$ cat config.mk
export PLATFORM = sky130hd
export DESIGN_NAME = pfg_gate
export DESIGN_NICKNAME = d
export VERILOG_FILES = /design/src/rtl/pfg_pkg.sv /design/src/rtl/pfg_sync.sv /design/src/rtl/pfg_recovery.sv /design/src/rtl/pfg_access.sv /design/src/rtl/pfg_gate.sv
export SDC_FILE = /design/constraint.sdc
export NUM_CORES = 1
export LEC_CHECK = 0
export BUFFER_PORTS_ARGS = -buffer_cell sky130_fd_sc_hd__buf_2
export CORE_MARGIN = 2
export CORE_UTILIZATION = 45
export DETAILED_ROUTE_END_ITERATION = 8
export PLACE_DENSITY = 0.7
export SYNTH_ARGS = -nofsm -noshare
export SYNTH_HDL_FRONTEND = slang
export SYNTH_SLANG_ARGS = --single-unit
$ cat constraint.sdc
create_clock -name clk_i -period 2.5 [get_ports clk_i]
set_input_delay 0.5 -clock clk_i [delete_from_list [all_inputs] [get_ports clk_i]]
set_output_delay 0.5 -clock clk_i [all_outputs]
set_load 0.005 [all_outputs]
$ cat src/rtl/pfg_pkg.sv
package pfg_pkg;
  localparam int unsigned NUM_IN = 6;
  // raw input vector layout
  localparam int unsigned IX_CE1N = 0;
  localparam int unsigned IX_CE2  = 1;
  localparam int unsigned IX_OEN  = 2;
  localparam int unsigned IX_WEN  = 3;
  localparam int unsigned IX_VOK  = 4;
  localparam int unsigned IX_VBAT = 5;
  // idle/unsafe values held in the synchroniser during reset
  localparam logic [NUM_IN-1:0] IN_RST = 6'b10_1101;

  typedef struct packed {
    logic we_n;
    logic oe_n;
    logic ce2;
    logic ce1_n;
  } ctl_t;
endpackage

$ cat src/rtl/pfg_sync.sv
module pfg_sync #(
  parameter int unsigned W      = 1,
  parameter int unsigned STAGES = 2,
  parameter logic [W-1:0] RST_VAL = '0
) (
  input  logic         clk_i,
  input  logic         rst_ni,
  input  logic [W-1:0] d_i,
  output logic [W-1:0] q_o
);
  logic [W-1:0] st [STAGES];

  for (genvar g = 0; g < STAGES; g++) begin : g_st
    if (g == 0) begin : g_first
      always_ff @(posedge clk_i or negedge rst_ni) begin
        if (!rst_ni) st[g] <= RST_VAL;
        else         st[g] <= d_i;
      end
    end else begin : g_next
      always_ff @(posedge clk_i or negedge rst_ni) begin
        if (!rst_ni) st[g] <= RST_VAL;
        else         st[g] <= st[g-1];
      end
    end
  end

  assign q_o = st[STAGES-1];
endmodule

$ cat src/rtl/pfg_recovery.sv
module pfg_recovery #(
  parameter int unsigned RECOV_MS = 40
) (
  input  logic clk_i,
  input  logic rst_ni,
  input  logic vok_i,
  input  logic tick_i,
  output logic prot_o
);
  localparam int unsigned CNT_W = $clog2(RECOV_MS + 1);
  localparam logic [CNT_W-1:0] CNT_LOAD = CNT_W'(RECOV_MS);

  logic [CNT_W-1:0] cnt_q;

  // reload while supply is bad, count down ticks once it is good
  always_ff @(posedge clk_i or negedge rst_ni) begin
    if (!rst_ni)                   cnt_q <= CNT_LOAD;
    else if (!vok_i)               cnt_q <= CNT_LOAD;
    else if (tick_i && cnt_q != 0) cnt_q <= cnt_q - 1'b1;
  end

  assign prot_o = !vok_i || (cnt_q != '0);

  p_reload_r7: assert property (@(posedge clk_i) disable iff (!rst_ni)
    !vok_i |=> cnt_q == CNT_LOAD);
  p_no_up_r6: assert property (@(posedge clk_i) disable iff (!rst_ni)
    vok_i |=> cnt_q <= $past(cnt_q));
  p_idle_hold_r6: assert property (@(posedge clk_i) disable iff (!rst_ni)
    (vok_i && !tick_i) |=> $stable(cnt_q));
endmodule

$ cat src/rtl/pfg_access.sv
module pfg_access
  import pfg_pkg::*;
(
  input  logic clk_i,
  input  logic rst_ni,
  input  ctl_t ctl_i,
  input  logic prot_i,
  output logic rd_o,
  output logic wr_o,
  output logic dq_oe_o
);
  logic sel, rd_cond, wr_cond;
  logic wr_blk_q, wr_blk_d;
  logic rd_d, wr_d, oe_d;

  assign sel     = !ctl_i.ce1_n && ctl_i.ce2;
  assign rd_cond = sel && ctl_i.we_n;
  assign wr_cond = sel && !ctl_i.we_n;

  // a write cut by protection stays blocked until the host releases it
  always_comb begin
    wr_blk_d = wr_blk_q;
    if (!wr_cond)    wr_blk_d = 1'b0;
    else if (prot_i) wr_blk_d = 1'b1;
  end

  assign rd_d = rd_cond && !prot_i;
  assign wr_d = wr_cond && !prot_i && !wr_blk_q;
  assign oe_d = rd_d && !ctl_i.oe_n;

  always_ff @(posedge clk_i or negedge rst_ni) begin
    if (!rst_ni) begin
      wr_blk_q <= 1'b0;
      rd_o     <= 1'b0;
      wr_o     <= 1'b0;
      dq_oe_o  <= 1'b0;
    end else begin
      wr_blk_q <= wr_blk_d;
      rd_o     <= rd_d;
      wr_o     <= wr_d;
      dq_oe_o  <= oe_d;
    end
  end

  p_excl_r3: assert property (@(posedge clk_i) disable iff (!rst_ni)
    !(rd_o && wr_o));
  p_oe_read_r2: assert property (@(posedge clk_i) disable iff (!rst_ni)
    dq_oe_o |-> rd_o);
  p_abort_r8: assert property (@(posedge clk_i) disable iff (!rst_ni)
    prot_i |=> !wr_o && !rd_o);
  p_no_resume_r8: assert property (@(posedge clk_i) disable iff (!rst_ni)
    (wr_blk_q && wr_cond) |=> !wr_o);
endmodule

$ cat src/rtl/pfg_gate.sv
module pfg_gate
  import pfg_pkg::*;
#(
  parameter int unsigned RECOV_MS    = 40,
  parameter int unsigned SYNC_STAGES = 2
) (
  input  logic clk_i,
  input  logic rst_ni,
  input  logic ce1_n_i,
  input  logic ce2_i,
  input  logic oe_n_i,
  input  logic we_n_i,
  input  logic vok_i,
  input  logic vbat_ok_i,
  input  logic ms_tick_i,
  output logic rd_o,
  output logic wr_o,
  output logic dq_oe_o,
  output logic bat_sel_o,
  output logic prot_o
);
  logic [NUM_IN-1:0] raw, syn;
  ctl_t ctl;
  logic prot;

  assign raw[IX_CE1N] = ce1_n_i;
  assign raw[IX_CE2]  = ce2_i;
  assign raw[IX_OEN]  = oe_n_i;
  assign raw[IX_WEN]  = we_n_i;
  assign raw[IX_VOK]  = vok_i;
  assign raw[IX_VBAT] = vbat_ok_i;

  pfg_sync #(.W(NUM_IN), .STAGES(SYNC_STAGES), .RST_VAL(IN_RST)) u_sync (
    .clk_i(clk_i), .rst_ni(rst_ni), .d_i(raw), .q_o(syn)
  );

  assign ctl.ce1_n = syn[IX_CE1N];
  assign ctl.ce2   = syn[IX_CE2];
  assign ctl.oe_n  = syn[IX_OEN];
  assign ctl.we_n  = syn[IX_WEN];

  pfg_recovery #(.RECOV_MS(RECOV_MS)) u_recov (
    .clk_i(clk_i), .rst_ni(rst_ni), .vok_i(syn[IX_VOK]),
    .tick_i(ms_tick_i), .prot_o(prot)
  );

  pfg_access u_acc (
    .clk_i(clk_i), .rst_ni(rst_ni), .ctl_i(ctl), .prot_i(prot),
    .rd_o(rd_o), .wr_o(wr_o), .dq_oe_o(dq_oe_o)
  );

  always_ff @(posedge clk_i or negedge rst_ni) begin
    if (!rst_ni) begin
      prot_o    <= 1'b1;
      bat_sel_o <= 1'b0;
    end else begin
      prot_o    <= prot;
      bat_sel_o <= !syn[IX_VBAT];
    end
  end

  p_desel_r4: assert property (@(posedge clk_i) disable iff (!rst_ni)
    !syn[IX_VOK] |=> prot_o && !wr_o && !rd_o && !dq_oe_o);
  p_bat_r5: assert property (@(posedge clk_i) disable iff (!rst_ni)
    $fell(syn[IX_VBAT]) |=> bat_sel_o);
  p_strobe_free_r1: assert property (@(posedge clk_i) disable iff (!rst_ni)
    (rd_o || wr_o) |-> !prot_o);
endmodule

-- Word-level counts from Yosys, hierarchy flattened
Index checks and enable logic that the tools add are counted.
- output and inout port bits: 5
- bits in registers: 24
- word-level logic and storage cells: 33
- bits of input ports: 9
- muxes and demuxes: 4
- equality and inequality tests: 2
- reductions and logical operators: 17
- add/sub/neg operators: 1
- operators with widths (kind ; count):
    6-bit two-way mux ; 2
    1-bit logical AND ; 8
    1-bit logical NOT ; 7
    6-bit nonzero test ; 1
    6-bit by 1-bit subtractor with 6-bit output, second input constant ; 1
    1-bit two-way mux ; 2
    2-bit by 1-bit != test with 1-bit output, second input constant ; 1
    2-bit != test, second input constant ; 1
    1-bit logical OR ; 1

-- Logic depth before layout (Yosys ltp)
Gate-level depths: netlist (run 1).
- depth after elaboration: 5
- mapped depth: 5
- gate-level depth less buffers: 5

-- Modules after synthesis
From an unflattened synthesis (run 1), not the netlist that was laid out.
- cells, all modules: 73
- area, all modules: 935.9 um2
- by module, submodules not included (module ; times used ; sequential area each (um2) ; area each (um2) ; cells an instance):
    pfg_recovery ; 1 ; 152.6 ; 380.4 ; 42
    pfg_sync ; 1 ; 310.3 ; 355.3 ; 18
    pfg_access ; 1 ; 100.1 ; 145.1 ; 10
    pfg_gate ; 1 ; 51.3 ; 55.1 ; 3

-- Worst setup path before layout (run 1)
OpenSTA, ideal clock, no wires.
- path kind: register to register
- start point: register u_recov.cnt_q[0]
- end point: register u_recov.cnt_q[4]
- arrival time: 1297 ps
- buffers on the path: 0
- cell stages (with the launch flop): 6
- path slack: 1125 ps
- clock period less this slack: 1375 ps
- data required time: 2422 ps
- library setup time: 78 ps
- cell sequence: dfrtp_1 -> inv_1 -> ha_1 -> nand2b_1 -> or4b_1 -> a21boi_1
- longest elaborated chain between the ends: 3
- elaborated cells between the ends (all ways): 6
- classes of those cells: add/sub: 1; eq/ne: 1; mux: 2; reduce/logical: 2
- ends and longest elaborated chain (what ; RTL line ; text):
    start: declaration ; pfg_recovery.sv:13 ; logic [CNT_W-1:0] cnt_q;
    start signal: assignment ; pfg_recovery.sv:19 ; else if (tick_i && cnt_q != 0) cnt_q <= cnt_q - 1'b1;
    6-bit by 1-bit subtractor with 6-bit output / 6-bit nonzero test (equally long branches) ; pfg_recovery.sv:19 ;
    6-bit two-way mux / 1-bit logical AND (equally long branches) ; pfg_recovery.sv:19 ;
    6-bit two-way mux / 2-bit by 1-bit != test with 1-bit output (equally long branches) ; - ;
Parallel ways exist; a longest one is shown, timed or not. The select of a mux whose other input is x is not followed.
A chain may end at the register's enable or synchronous reset.

-- Worst setup path in the final report (run 1)
- start point: register u_recov.cnt_q[0]
- end point: register u_acc.dq_oe_o
- longest elaborated chain between the ends: 5
- ends and longest elaborated chain (what ; RTL line ; text):
    6-bit nonzero test ; pfg_recovery.sv:22 ; assign prot_o = !vok_i || (cnt_q != '0);
    1-bit logical OR ; pfg_recovery.sv:22 ;
    net prot ; pfg_gate.sv:24 ; logic prot;
    1-bit logical NOT ; pfg_access.sv:27 ; assign rd_d = rd_cond && !prot_i;
    1-bit logical AND ; pfg_access.sv:27 ;
    1-bit logical AND ; pfg_access.sv:29 ; assign oe_d = rd_d && !ctl_i.oe_n;
    net u_acc.oe_d ; pfg_access.sv:14 ; logic rd_d, wr_d, oe_d;
    end signal: assignment ; pfg_access.sv:36 ; dq_oe_o <= 1'b0;
    end signal: assignment ; pfg_access.sv:41 ; dq_oe_o <= oe_d;
    end: declaration ; pfg_access.sv:10 ; output logic dq_oe_o
The timed path passes the listed nets, and every way through them passes these cells.

==> results of run 1 <==
registers in the layout, summed over array words and instances (netlist names):
name	cells
u_recov.cnt_q	6
u_sync.q_o	6
u_sync.st	6
bat_sel_o	1
prot_o	1
u_acc.dq_oe_o	1
u_acc.rd_o	1
u_acc.wr_blk_q	1
u_acc.wr_o	1
kinds of logic after synthesis:
| group | count (synthesis) | share of synthesized area, % |
|---|---|---|
| DFF | 24 | 69.7 |
| buffers and inverters | 5 | 2.13 |
| AOI/OAI and AO/OA | 12 | 9.80 |
| and+or+nand+nor | 23 | 15.5 |
| adders and majority gates | 2 | 2.84 |
layout make-up:
class	instances	area, um2
fillers	165	873
clock inverters	1	30.0
multi-input cells	37	248
inverters	4	15.0
well taps	27	33.8
repair buffers	13	65.1
flip-flops and latches	24	614
clock buffers	3	22.5
placed cells by master, fill, tap and decap left out, types with 2 or more instances in the layout:
| master | Yosys | routed |
|---|---|---|
| clkbuf_4 | 0 | 3 |
| ha_1 | 2 | 2 |
| inv_1 | 4 | 4 |
| nand2b_1 | 2 | 2 |
| o21a_1 | 2 | 2 |
| buf_2 | 0 | 13 |
| nand3_1 | 3 | 3 |
| o311ai_1 | 3 | 3 |
| o21ai_0 | 4 | 4 |
| nor4_1 | 2 | 2 |
| dfrtp_1 | 13 | 13 |
| nand2_1 | 3 | 3 |
| nor2_1 | 3 | 3 |
| dfstp_2 | 11 | 11 |
per-layer routing:
| layer | vias up | routed length [um] | global-route usage (%) |
|---|---|---|---|
| li1 | 269 | - | - |
| met1 | 253 | 625 | 18.1 |
| met2 | 12 | 495 | 14.5 |
| met3 | 3 | 40 | 4.44 |
| met4 | 0 | 21 | 4.86 |
| met5 | - | 0 | 0 |
metrics by stage:
step           power (mW)  hold slack, ps
6_report            0.775             134
5_1_grt             0.819             152
4_1_cts             0.786             145
3_5_place_dp        0.508             342
3_3_place_gp        0.505             334
2_1_floorplan       0.481             204
worst max path at each step:
stage | start | end | slack, ps | depth (start not counted)
floorplan | u_recov.cnt_q[0]$_DFFE_PN0P_ | u_recov.cnt_q[4]$_DFFE_PN0P_ | 1120 | 5
global route | u_recov.cnt_q[0]$_DFFE_PN0P_ | u_acc.dq_oe_o$_DFF_PN0_ | 790 | 5
finish | u_recov.cnt_q[0]$_DFFE_PN0P_ | u_acc.dq_oe_o$_DFF_PN0_ | 970 | 5
global placement | u_recov.cnt_q[0]$_DFFE_PN0P_ | u_acc.wr_o$_DFF_PN0_ | 1040 | 5
CTS | u_recov.cnt_q[0]$_DFFE_PN0P_ | u_acc.dq_oe_o$_DFF_PN0_ | 960 | 5
detailed placement | u_recov.cnt_q[0]$_DFFE_PN0P_ | u_acc.dq_oe_o$_DFF_PN0_ | 990 | 5
critical path, cell delays in order (launching register included):
cell     delay, ps
dfrtp_1        430
inv_1           90
ha_1           170
nor3b_1        260
nand3_1        210
nor4_1         280
cell usage after synthesis (2+ instances only):
master,instances
dfrtp_1,13
dfstp_2,11
inv_1,4
o21ai_0,4
nand2_1,3
nand3_1,3
nor2_1,3
o311ai_1,3
ha_1,2
nand2b_1,2
nor4_1,2
o21a_1,2
power groups by stage:
stage | Combinational [mW] | Sequential, mW | Clock, mW
floorplan | 0.0459 | 0.435 | 0
CTS | 0.0689 | 0.434 | 0.284
finish | 0.0679 | 0.434 | 0.274
global placement | 0.0658 | 0.439 | 0
global route | 0.0807 | 0.438 | 0.300
detailed placement | 0.0680 | 0.440 | 0
==> flow_summary.yaml, run 1 <==
power_and_ir_drop:
  cellLeakagePower_nw: 0.455
  clockPowerShare_pct: 35.3
  combPwrFrac_pct: 8.8
  p_int_uw: 610
  swShare_pct: 21.4
  p_per_area_nw_per_um2: 754
  peakVddDrop_mv: 0.485
  p_sw_uw: 166
  seq_power_share_pct: 55.9
floorplan:
  die_x_um: 48.2
  die_area_um2: 2330
  io_pins: 14
  chipHeight_um: 48.2
  rows: 16
  core_area_um2: 1900
  start_util_pct: 46.3
finish:
  final_nets: 94
  fin_util_pct: 54.1
  fin_area_um2: 1030
  antenna_cells: 0
  area_growth_pct: 16.8
  drive_gt1_share_pct: 35.4
  fin_cells: 109
place:
  dp_hpwl_um: 806
  place_ws_ps: 992
  io_buffers: 13
  dpl.cell_count: 105
  gp_congestion: 0.795
  placed_cell_area_um2: 976
critical_path:
  crit_arrival_ps: 1750
  start_kind: "register"
  end_kind: "register"
  crit-reg2reg-launch: "u_recov.cnt_q[0]$_DFFE_PN0P_"
  critPathMaxFanout: 5
  reg2regPathDepth: 5
  regToRegSetupSlack_ps: 970
  critPathRequiredTime_ps: 2720
  regToRegEndpoint: "u_acc.dq_oe_o$_DFF_PN0_"
  critPathKind: "reg -> reg"
synth:
  synth_warnings: 0
  ys_types: 26
  synth_top_area_share_pct: 36.9
  syn_avg_cell_area_um2: 13.3
  synth_seq_cells: 24
  syn_inst: 66
  synth_async_sr_flop_share_pct: 100
  synth_top_area_cell: "dfrtp_1"
  yosys-top-cells-area: "dfrtp_1 37%, dfstp_2 33%, o311ai_1 3.0%"
  syn_nets: 77
  syn_area_um2: 881
  ys.flop_type: "dfrtp_1"
  yosysSeqAreaShare_pct: 69.7
  synth-edff-count: 0
clock_tree:
  cts-root-buf: "clkbuf_4"
  clk_latency_ps: 310
  cts.sinks: 24
  cts_tree: "done"
  cts_max_level: 1
  cts_hold_buffers: 0
  ctsResizeCount: 0
  clk_path_buf_depth: 2
  cts_made_buffers: 3
  cts_setup_buffers: 0
  cts.clk_slew.worst_paths_ps: 120
timing:
  worstMarginPinSlew_ps: 502
  finClkSkew_ps: 2.61
  rsz0062_at_grt: "no"
  fmax_mhz: 652
  max-slew-margin-rel_pct: 66.5
  finalMaxSlewViolations: 0
  final.min_clock_period_ps: 1530
  fin_ws_ps: 966
  hold_viol_final: 0
  tns_ps: 0
  finalCritPeriodShare_pct: 61.4
  setup_viol: 0
drt:
  wirelength_um: 1180
  drt_first_iter_violations: 5
  wl_per_cell_um: 10.8
  drc: 0
  vias: 537
  vias_per_cell: 4.93
  first_pass_iters: 3
  ant_nets: 0
global_route:
  grt_overflow: 0
  grt_pass1_vias: 432
  grt_pass1_wl_um: 1860
  grt_max_degree: 25
  antenna_found_initial: 0
  grt_use_total_pct: 11.7
hold_path:
  min_path_type: "in -> async"
job:
  drv_cap: 0
outcome:
  status: "finished, final reports clean"
Power figures use the tool's default switching activity.
==> run 2, diff against run 1 <==
--- a/config.mk
+++ b/config.mk
@@ -9,7 +9,7 @@
 export CORE_MARGIN = 2
 export CORE_UTILIZATION = 45
 export DETAILED_ROUTE_END_ITERATION = 8
-export PLACE_DENSITY = 0.7
+export PLACE_DENSITY = 0.72
 export SYNTH_ARGS = -nofsm -noshare
 export SYNTH_HDL_FRONTEND = slang
 export SYNTH_SLANG_ARGS = --single-unit
==> constraint.sdc (replaced) <==
create_clock -name clk_i -period 1.32 [get_ports clk_i]
set_input_delay 0.264 -clock clk_i [delete_from_list [all_inputs] [get_ports clk_i]]
set_output_delay 0.264 -clock clk_i [all_outputs]
set_load 0.005 [all_outputs]
==> flow_summary.yaml, run 2 (synthesis gave the netlist of run 1 again) <==
power_and_ir_drop:
  peakVddDrop_mv: 1.13
  seq_power_share_pct: 50.8
  cellLeakagePower_nw: 0.553
  combPwrFrac_pct: 17.3
  swShare_pct: 23.1
  clockPowerShare_pct: 32.0
  p_sw_uw: 373
  p_int_mw: 1.24
  p_per_area_nw_per_um2: 1290
drt:
  vias: 589
  drt_first_iter_violations: 4
  wirelength_um: 1480
  drc: 0
  first_pass_iters: 3
  ant_nets: 0
  wl_per_cell_um: 12.2
  vias_per_cell: 4.87
finish:
  final_nets: 106
  area_growth_pct: 41.9
  drive_gt1_share_pct: 62.8
  fin_cells: 121
  regArea_um2: 614
  antenna_cells: 0
  fin_util_pct: 65.7
  multiInputGateArea_um2: 373
  layout_common_cells: "13 x dfrtp_1, 13 x buf_2, 11 x dfstp_2"
  fillCellCount: 131
timing:
  max-slew-margin-rel_pct: 68.0
  finalCritPeriodShare_pct: 108
  finClkSkew_ps: 1.12
  rsz0062_at_grt: "yes"
  worstMarginPinSlew_ps: 480
  final.min_clock_period_ps: 1420
  hold_viol_final: 0
  hold-worst-slack_ps: 36.4
  fin_ws_ps: -103
  fmax_mhz: 703
  setup_viol: 7
  finalMaxSlewViolations: 0
clock_tree:
  cts_made_buffers: 3
  clk_path_buf_depth: 2
  cts_max_level: 1
  cts_tree: "done"
  cts.clk_slew.worst_paths_ps: 120
  cts-root-buf: "clkbuf_4"
  cts.sinks: 24
  clk_latency_ps: 310
hold_path:
  hold_start: "we_n_i"
  min_path_type: "in -> reg"
  worstHoldEndpoint: "u_sync.st[9]$_DFF_PN1_"
  worstHoldPathCells: 1
global_route:
  grt_overflow: 0
  grt_max_degree: 25
  grt_pass1_wl_um: 2440
  grt_pass1_vias: 572
  grt_use_total_pct: 15.2
  antenna_found_initial: 0
critical_path:
  critPathMaxFanout: 3
  critPathKind: "reg -> reg"
  crit_arrival_ps: 1670
  end_kind: "register"
  reg2regPathDepth: 5
  regToRegSetupSlack_ps: -100
  regToRegEndpoint: "u_recov.cnt_q[4]$_DFFE_PN0P_"
  critPathRequiredTime_ps: 1570
  start_kind: "register"
  crit-reg2reg-launch: "u_recov.cnt_q[1]$_DFFE_PN0P_"
job:
  drv_cap: 0
floorplan:
  core_area_um2: 1900
  chipHeight_um: 48.2
  rows: 16
  start_util_pct: 46.3
  die_x_um: 48.2
  io_pins: 14
  die_area_um2: 2330
outcome:
  violations: "setup timing"
  status: "complete, but fails checks"
place:
  gp_congestion: 0.741
  place_ws_ps: -120
  dpl.cell_count: 115
  dp_hpwl_um: 953
  io_buffers: 13
## run 2: metal layers
| layer | routed length [um] | GRT usage, % | vias to the layer above |
|---|---|---|---|
| met5 | 0 | 0 | - |
| met4 | 22 | 4.86 | 0 |
| met3 | 57 | 3.33 | 2 |
| met2 | 756 | 24.5 | 13 |
| met1 | 643 | 20.4 | 285 |
| li1 | - | - | 289 |
## run 2: how the worst max path moves through the flow
stage | cells past startpoint | slack [ps] | start | end
final | 5 | -100 | u_recov.cnt_q[1]$_DFFE_PN0P_ | u_recov.cnt_q[4]$_DFFE_PN0P_
after global routing | 5 | -180 | u_recov.cnt_q[1]$_DFFE_PN0P_ | u_acc.dq_oe_o$_DFF_PN0_
after CTS | 5 | -70 | u_recov.cnt_q[1]$_DFFE_PN0P_ | u_acc.dq_oe_o$_DFF_PN0_
after detailed placement | 5 | -120 | u_recov.cnt_q[0]$_DFFE_PN0P_ | u_acc.dq_oe_o$_DFF_PN0_
after global placement | 5 | -70 | u_recov.cnt_q[0]$_DFFE_PN0P_ | u_acc.dq_oe_o$_DFF_PN0_
after floorplan | 5 | -20 | u_recov.cnt_q[0]$_DFFE_PN0P_ | u_recov.cnt_q[4]$_DFFE_PN0P_
## run 2: critical path: stages (launching register included)
cell and delay [ps]:
dfrtp_1 410, inv_2 90, ha_2 200, nand2_2 60
or4b_1 470, a21boi_1 130
## run 2: what timing repair did
| action | CTS | global route |
|---|---|---|
| hold endpoints to repair | 13 | 0 |
| buffers inserted | 1 | 0 |
| pin swaps | 4 | 5 |
| setup endpoints to repair | 9 | 10 |
| resized for setup | 13 | 10 |
| hold buffers | 1 | 0 |
## run 2: layout make-up
type | instances | share of cell area, %
Clock buffer | 3 | 1.80
Clock inverter | 1 | 2.40
Multi-Input combinational cell | 37 | 29.8
Inverter | 4 | 1.20
Sequential cell | 24 | 49.1
Tap cell | 27 | 2.70
Timing Repair Buffer | 25 | 12.9
## run 2: power by group through the flow
stage	clock, mW	sequential, mW	combinational [mW]
5_1_grt	0.568	0.826	0.304
3_3_place_gp	0	0.827	0.187
2_1_floorplan	0	0.825	0.0991
3_5_place_dp	0	0.829	0.194
6_report	0.516	0.819	0.278
4_1_cts	0.531	0.818	0.231
## run 2: per-stage QoR
| step | area [um2] | total power, mW | setup TNS (ps) |
|---|---|---|---|
| 3_5_place_dp | 1070 | 1.02 | -443 |
| 5_1_grt | 1250 | 1.70 | -906 |
| 2_1_floorplan | 901 | 0.924 | -32.8 |
| 6_report | 1250 | 1.61 | -349 |
| 4_1_cts | 1190 | 1.58 | -342 |
| 3_3_place_gp | 1070 | 1.01 | -241 |
